<file path="src/rtl/pinbank_pkg.sv">
package pinbank_pkg;
  localparam int ADDR_W = 5;
  localparam int DATA_W = 32;
  localparam logic [ADDR_W-1:0] OFS_DIR = 5'h00;
  localparam logic [ADDR_W-1:0] OFS_OUT = 5'h08;
  localparam logic [ADDR_W-1:0] OFS_PIN = 5'h0C;
  localparam logic [ADDR_W-1:0] OFS_IEN = 5'h10;
  localparam logic [ADDR_W-1:0] OFS_CTL = 5'h14;
  localparam int CTL_CLK = 0;
  localparam int CTL_RST = 1;
  localparam logic [1:0] CTL_RESET_VAL = 2'b10;
endpackage

</file>
<file path="src/rtl/pinbank_regs.sv">
module pinbank_regs
  import pinbank_pkg::*;
#(
  parameter int N_PINS = 16
) (
  input  logic              clk,
  input  logic              rst_n,
  input  logic              wr_en,
  input  logic [ADDR_W-1:0] wr_addr,
  input  logic [DATA_W-1:0] wr_data,
  output logic [N_PINS-1:0] dir_q,
  output logic [N_PINS-1:0] out_q,
  output logic [N_PINS-1:0] ien_q,
  output logic [1:0]        ctl_q
);
  localparam int MASK_LSB = DATA_W / 2;

  logic [N_PINS-1:0] wmask;
  assign wmask = wr_data[MASK_LSB +: N_PINS];

  always_ff @(posedge clk or negedge rst_n) begin
    if (!rst_n) begin
      ctl_q <= CTL_RESET_VAL;
      dir_q <= '0;
      out_q <= '0;
      ien_q <= '0;
    end else begin
      if (wr_en && wr_addr == OFS_CTL) ctl_q <= wr_data[1:0];
      if (ctl_q[CTL_RST]) begin
        dir_q <= '0;
        out_q <= '0;
        ien_q <= '0;
      end else if (wr_en) begin
        case (wr_addr)
          OFS_DIR: dir_q <= wr_data[N_PINS-1:0];
          OFS_OUT: out_q <= (out_q & ~wmask) | (wr_data[N_PINS-1:0] & wmask);
          OFS_IEN: ien_q <= wr_data[N_PINS-1:0];
          default: ;
        endcase
      end
    end
  end


  held_clear_chk: assert property (@(posedge clk) disable iff (!rst_n)
    ctl_q[CTL_RST] |=> (dir_q == '0 && out_q == '0 && ien_q == '0));


  mask_keep_chk: assert property (@(posedge clk) disable iff (!rst_n)
    (wr_en && wr_addr == OFS_OUT && !ctl_q[CTL_RST]) |=>
      (((out_q ^ $past(out_q)) & ~$past(wmask)) == '0));
endmodule

</file>
<file path="src/rtl/pinbank_sync.sv">
module pinbank_sync #(
  parameter int W      = 16,
  parameter int STAGES = 2
) (
  input  logic         clk,
  input  logic         rst_n,
  input  logic         clr,
  input  logic         en,
  input  logic [W-1:0] d,
  output logic [W-1:0] q
);
  logic [W-1:0] st [STAGES];

  for (genvar g = 0; g < STAGES; g++) begin : g_stage
    logic [W-1:0] nxt;
    if (g == 0) begin : g_first
      assign nxt = d;
    end else begin : g_rest
      assign nxt = st[g-1];
    end
    always_ff @(posedge clk or negedge rst_n) begin
      if (!rst_n)   st[g] <= '0;
      else if (clr) st[g] <= '0;
      else if (en)  st[g] <= nxt;
    end
  end

  assign q = st[STAGES-1];


  frozen_hold_chk: assert property (@(posedge clk) disable iff (!rst_n)
    (!en && !clr) |=> $stable(q));
endmodule

</file>
<file path="src/rtl/pinbank_irq.sv">
module pinbank_irq #(
  parameter int N_PINS   = 16,
  parameter int N_DIRECT = 8
) (
  input  logic [N_PINS-1:0]   lvl,
  input  logic [N_PINS-1:0]   ien,
  output logic [N_DIRECT-1:0] irq_direct,
  output logic                irq_shared
);
  localparam int N_SHARED = N_PINS - N_DIRECT;

  logic [N_SHARED-1:0] gated;

  for (genvar i = 0; i < N_SHARED; i++) begin : g_gate
    assign gated[i] = lvl[N_DIRECT+i] & ien[N_DIRECT+i];
  end

  assign irq_direct = lvl[N_DIRECT-1:0];
  assign irq_shared = |gated;
endmodule

</file>
<file path="src/rtl/pinbank_ctrl.sv">
module pinbank_ctrl
  import pinbank_pkg::*;
#(
  parameter int N_PINS   = 16,
  parameter int N_DIRECT = 8,
  parameter int N_SYNC   = 2
) (
  input  logic                clk,
  input  logic                rst_n,
  input  logic                reg_valid,
  input  logic                reg_write,
  input  logic [ADDR_W-1:0]   reg_addr,
  input  logic [DATA_W-1:0]   reg_wdata,
  output logic                rd_valid,
  output logic [DATA_W-1:0]   rd_data,
  input  logic [N_PINS-1:0]   pad_in,
  output logic [N_PINS-1:0]   pad_out,
  output logic [N_PINS-1:0]   pad_oe,
  output logic [N_DIRECT-1:0] irq_direct,
  output logic                irq_shared
);
  localparam int PAD_W = DATA_W - N_PINS;

  logic [N_PINS-1:0] dir_q, out_q, ien_q, lvl;
  logic [1:0]        ctl_q;
  logic              wr_en, rd_req;
  logic [DATA_W-1:0] rd_mux;

  assign wr_en  = reg_valid & reg_write;
  assign rd_req = reg_valid & ~reg_write;

  pinbank_regs #(.N_PINS(N_PINS)) u_regs (
    .clk(clk), .rst_n(rst_n), .wr_en(wr_en), .wr_addr(reg_addr),
    .wr_data(reg_wdata), .dir_q(dir_q), .out_q(out_q), .ien_q(ien_q),
    .ctl_q(ctl_q)
  );

  pinbank_sync #(.W(N_PINS), .STAGES(N_SYNC)) u_sync (
    .clk(clk), .rst_n(rst_n), .clr(ctl_q[CTL_RST]), .en(ctl_q[CTL_CLK]),
    .d(pad_in), .q(lvl)
  );

  pinbank_irq #(.N_PINS(N_PINS), .N_DIRECT(N_DIRECT)) u_irq (
    .lvl(lvl), .ien(ien_q), .irq_direct(irq_direct), .irq_shared(irq_shared)
  );

  always_comb begin
    case (reg_addr)
      OFS_DIR: rd_mux = {{PAD_W{1'b0}}, dir_q};
      OFS_OUT: rd_mux = {{PAD_W{1'b0}}, out_q};
      OFS_PIN: rd_mux = {{PAD_W{1'b0}}, lvl};
      OFS_IEN: rd_mux = {{PAD_W{1'b0}}, ien_q};
      OFS_CTL: rd_mux = {{(DATA_W-2){1'b0}}, ctl_q};
      default: rd_mux = '0;
    endcase
  end

  always_ff @(posedge clk or negedge rst_n) begin
    if (!rst_n) begin
      rd_valid <= 1'b0;
      rd_data  <= '0;
    end else begin
      rd_valid <= rd_req;
      if (rd_req) rd_data <= rd_mux;
    end
  end

  assign pad_out = out_q;
  assign pad_oe  = dir_q;


  shared_quiet_chk: assert property (@(posedge clk) disable iff (!rst_n)
    (ien_q[N_PINS-1:N_DIRECT] == '0) |-> !irq_shared);


  rd_follow_chk: assert property (@(posedge clk) disable iff (!rst_n)
    rd_req |=> rd_valid);


  reset_quiet_chk: assert property (@(posedge clk) disable iff (!rst_n)
    ctl_q[CTL_RST] |=> (pad_oe == '0 && !irq_shared));
endmodule

</file>
<file path="config.mk">
export PLATFORM = sky130hd
export DESIGN_NAME = pinbank_ctrl
export DESIGN_NICKNAME = d
export VERILOG_FILES = /design/src/rtl/pinbank_pkg.sv /design/src/rtl/pinbank_regs.sv /design/src/rtl/pinbank_sync.sv /design/src/rtl/pinbank_irq.sv /design/src/rtl/pinbank_ctrl.sv
export SDC_FILE = /design/constraint.sdc
export NUM_CORES = 1
export LEC_CHECK = 0
export BUFFER_PORTS_ARGS = -buffer_cell sky130_fd_sc_hd__buf_2
export CORE_MARGIN = 10
export CORE_UTILIZATION = 50
export DETAILED_ROUTE_END_ITERATION = 8
export PLACE_DENSITY = 0.88
export SYNTH_ARGS = -nofsm -noshare
export SYNTH_HDL_FRONTEND = slang
export SYNTH_SLANG_ARGS = --single-unit
</file>
<file path="constraint.sdc">
create_clock -name clk -period 2.16 [get_ports clk]
set_clock_uncertainty 0.1 [all_clocks]
set_input_delay 0 -clock clk [delete_from_list [all_inputs] [get_ports clk]]
set_output_delay 0 -clock clk [all_outputs]
set_load 0.005 [all_outputs]
</file>
==> reports/qor.txt <==
Outcome = completed
Minimum clock period after layout = 1950 ps
Drt pass-1 iters = 5
Flip-flop and latch count after synthesis = 99
Routability congestion estimate = 0.868
Maximum number of pins on one net before global-route repair = 72
Overall power after layout = 4.47 mW
PortBufs = 114
Transition time at the pin with the least slew margin = 639 ps
Number of synthesis warnings = 0
Clock network latency to the later pin of the worst-skew pair = 380 ps
Total of max-cap violations = 0
Proportion of netlist area held by the largest area contributor = 0.494
Number of violations reported at the end of detailed-routing iteration 0 = 363
Biggest area consumer among synthesized cells = sky130_fd_sc_hd__dfrtp_1
Post-Route WL = 14600 µm
Worst-path maximum fanout = 12
Kind of critical path = input pin to register
Arr. time, crit path = 2110 ps
Reported leakage power = 3.11 nW
Final setup violation count = 0
Maximum clock frequency = 512 MHz
Wire length of the first global-routing pass = 23100 µm
Leading register cell type out of synthesis = sky130_fd_sc_hd__dfrtp_1
Root buffer cell = sky130_fd_sc_hd__clkbuf_8
Placed Instance Area = 0.00554 mm²
Horiz. Die Dim = 120 µm
Endpoint type of the worst setup path = register
Count of antenna-violating nets left after detailed routing = 0
Clock-pin slew on the worst setup and hold paths = 90 ps
Power density relative to cell area = 709 mW/mm²
Placement Rows = 36
Library cells used by synthesis = 33
Required time at the endpoint of the critical path = 2320 ps
Final Net Count = 685
Antenna diode count = 0
Count of flip-flops with a built-in enable after synthesis = 0
Post-detailed-route via-to-cell ratio = 5.69
Die span in y = 120 µm
Core utilization of the finished layout = 0.648
Routed via count = 4355
Setup repair after global routing missed its margin = false
Number of global-route vias before repair = 4481
Ratio of cells with drive above 1 in the final layout = 0.248
Part of the cycle the worst path needs = 0.905
Most frequent standard cell in the layout excluding fill and tap cells = sky130_fd_sc_hd__buf_2
Mean routed wirelength per cell = 19.1 µm
H-tree levels = 3
Sum of net half-perimeters after detailed placement = 10200 µm
Share of synthesized flip-flops with an asynchronous set or reset = 1.00
Final hold viol count = 0
Final hold slack = 58.8 ps
TritonCTS clock tree = done
Floorplan core area = 0.00973 mm²
Design Area, Final = 0.00631 mm²
Sinks on Clock Net = 99
Class of the tightest hold or removal check = input pin to asynchronous set/reset pin
Startpoint type of the worst setup path = input pin
Average footprint of a synthesized cell = 10.3 µm²
Total clock buffers created by CTS = 9
Synthesized netlist cell count = 482
Seq/Total Area, Yosys = 0.499
Maximum count of clock buffers along a single path = 2
Post-CTS setup-driven buffer insertion count = 0
Total Die Area = 0.0143 mm²
Starting Density = 0.510
Area overhead of the layout relative to synthesis = 27.0%
Peak VDD IR = 0.413 mV
Final-report max-slew violation count = 0
Antenna violations before repair = 0
Global router's overall resource usage = 0.199
Boundary Pins = 131
Top area cells in the synthesized netlist = sky130_fd_sc_hd__dfrtp_1 (49%), sky130_fd_sc_hd__mux2i_1 (15%), sky130_fd_sc_hd__nand3_1 (4.6%)
GR Overflow Total = 0
Syn Std Cell Area = 0.00497 mm²
DRC errors left = 0
Commonest non-fill, non-tap cells in the layout = sky130_fd_sc_hd__buf_2 (113), sky130_fd_sc_hd__dfrtp_1 (97), sky130_fd_sc_hd__mux2i_1 (76)
Max transition margin = 0.573
Summed negative setup slack over all endpoints = 0 ps
flip-flops by register name, summed over array words and instances, names as in the netlist:
| signal | flops |
|---|---|
| rd_data | 16 |
| rd_valid | 1 |
| u_regs.ctl_q | 2 |
| u_regs.dir_q | 16 |
| u_regs.ien_q | 16 |
| u_regs.out_q | 16 |
| u_sync.g_stage.nxt | 16 |
| u_sync.q | 16 |
cells by family after synthesis:
| family | Yosys count | share of synthesized area |
|---|---|---|
| other | 1 | 0.000755 |
| multiplexers | 78 | 0.158 |
| buffers and inverters | 70 | 0.0768 |
| AND/OR/NAND/NOR | 124 | 0.134 |
| flip-flops | 99 | 0.499 |
| AO/OA/AOI/OAI | 110 | 0.132 |
cells in the mapped netlist (11+ instances only):
master,n
sky130_fd_sc_hd__dfrtp_1,98
sky130_fd_sc_hd__buf_4,24
sky130_fd_sc_hd__clkbuf_1,27
sky130_fd_sc_hd__nand3_1,46
sky130_fd_sc_hd__mux2i_1,76
sky130_fd_sc_hd__nand2b_1,27
sky130_fd_sc_hd__nor2_1,34
sky130_fd_sc_hd__o22ai_1,16
sky130_fd_sc_hd__o21ai_0,32
sky130_fd_sc_hd__a21oi_1,36
sky130_fd_sc_hd__a22o_1,14
sky130_fd_sc_hd__buf_2,11
routing by layer:
layer | track usage | up-vias | part of all wire
li1 | - | 1979 | -
met1 | 0.219 | 2115 | 0.37
met2 | 0.350 | 221 | 0.51
met3 | 0.0553 | 40 | 0.088
met4 | 0.0905 | 0 | 0.030
met5 | 0 | - | 0
worst paths after layout:
path,from,end,slack (ps),cells after the start
worst max-delay path,reg_valid,u_regs.out_q[14],210,7
worst min-delay path,rst_n,rd_data[8],60,2
worst max register to register,u_regs.ctl_q[1],u_regs.out_q[14],290,4
worst min register to register,rd_data[8],rd_data[8],410,1
max in group asynchronous,rst_n,u_sync.g_stage[1].nxt[11],1240,3
min in group clk,reg_addr[4],rd_data[1],90,4
layout make-up:
type,instances,area (µm²)
clock buffer,9,124
clock inverter,7,81.3
fill,777,3420
inverter,5,18.8
multi-input combinational,328,2180
sequential,99,2480
tap,133,166
timing repair buffer,185,1260
power breakdown:
group	switching (mW)	leakage (nW)	internal [mW]
Clock	0.689	0.101	0.554
Sequential	0.202	1.34	2.10
Combinational	0.488	1.67	0.436
Total	1.38	3.11	3.09
critical path: stages:
cell	delay, ps
sky130_fd_sc_hd__dlygate4sd3_1	540
sky130_fd_sc_hd__buf_2	160
sky130_fd_sc_hd__and3b_2	320
sky130_fd_sc_hd__buf_4	260
sky130_fd_sc_hd__nand3_1	120
sky130_fd_sc_hd__mux2i_1	140
sky130_fd_sc_hd__dlygate4sd3_1	560
stage by stage:
stage / setup slack [ps] / instances
finish: 206 / 766
global route: 109 / 766
CTS: 159 / 766
detailed placement: 476 / 694
global placement: 502 / 694
floorplan: 782 / 497
what timing repair did:
item                                   in CTS  in global routing
setup endpoints to repair                   0                  1
hold buffers                               56                  0
resized for setup                           0                  1
endpoints found under the hold margin     166                  0
(Power assumes the default switching activity.)
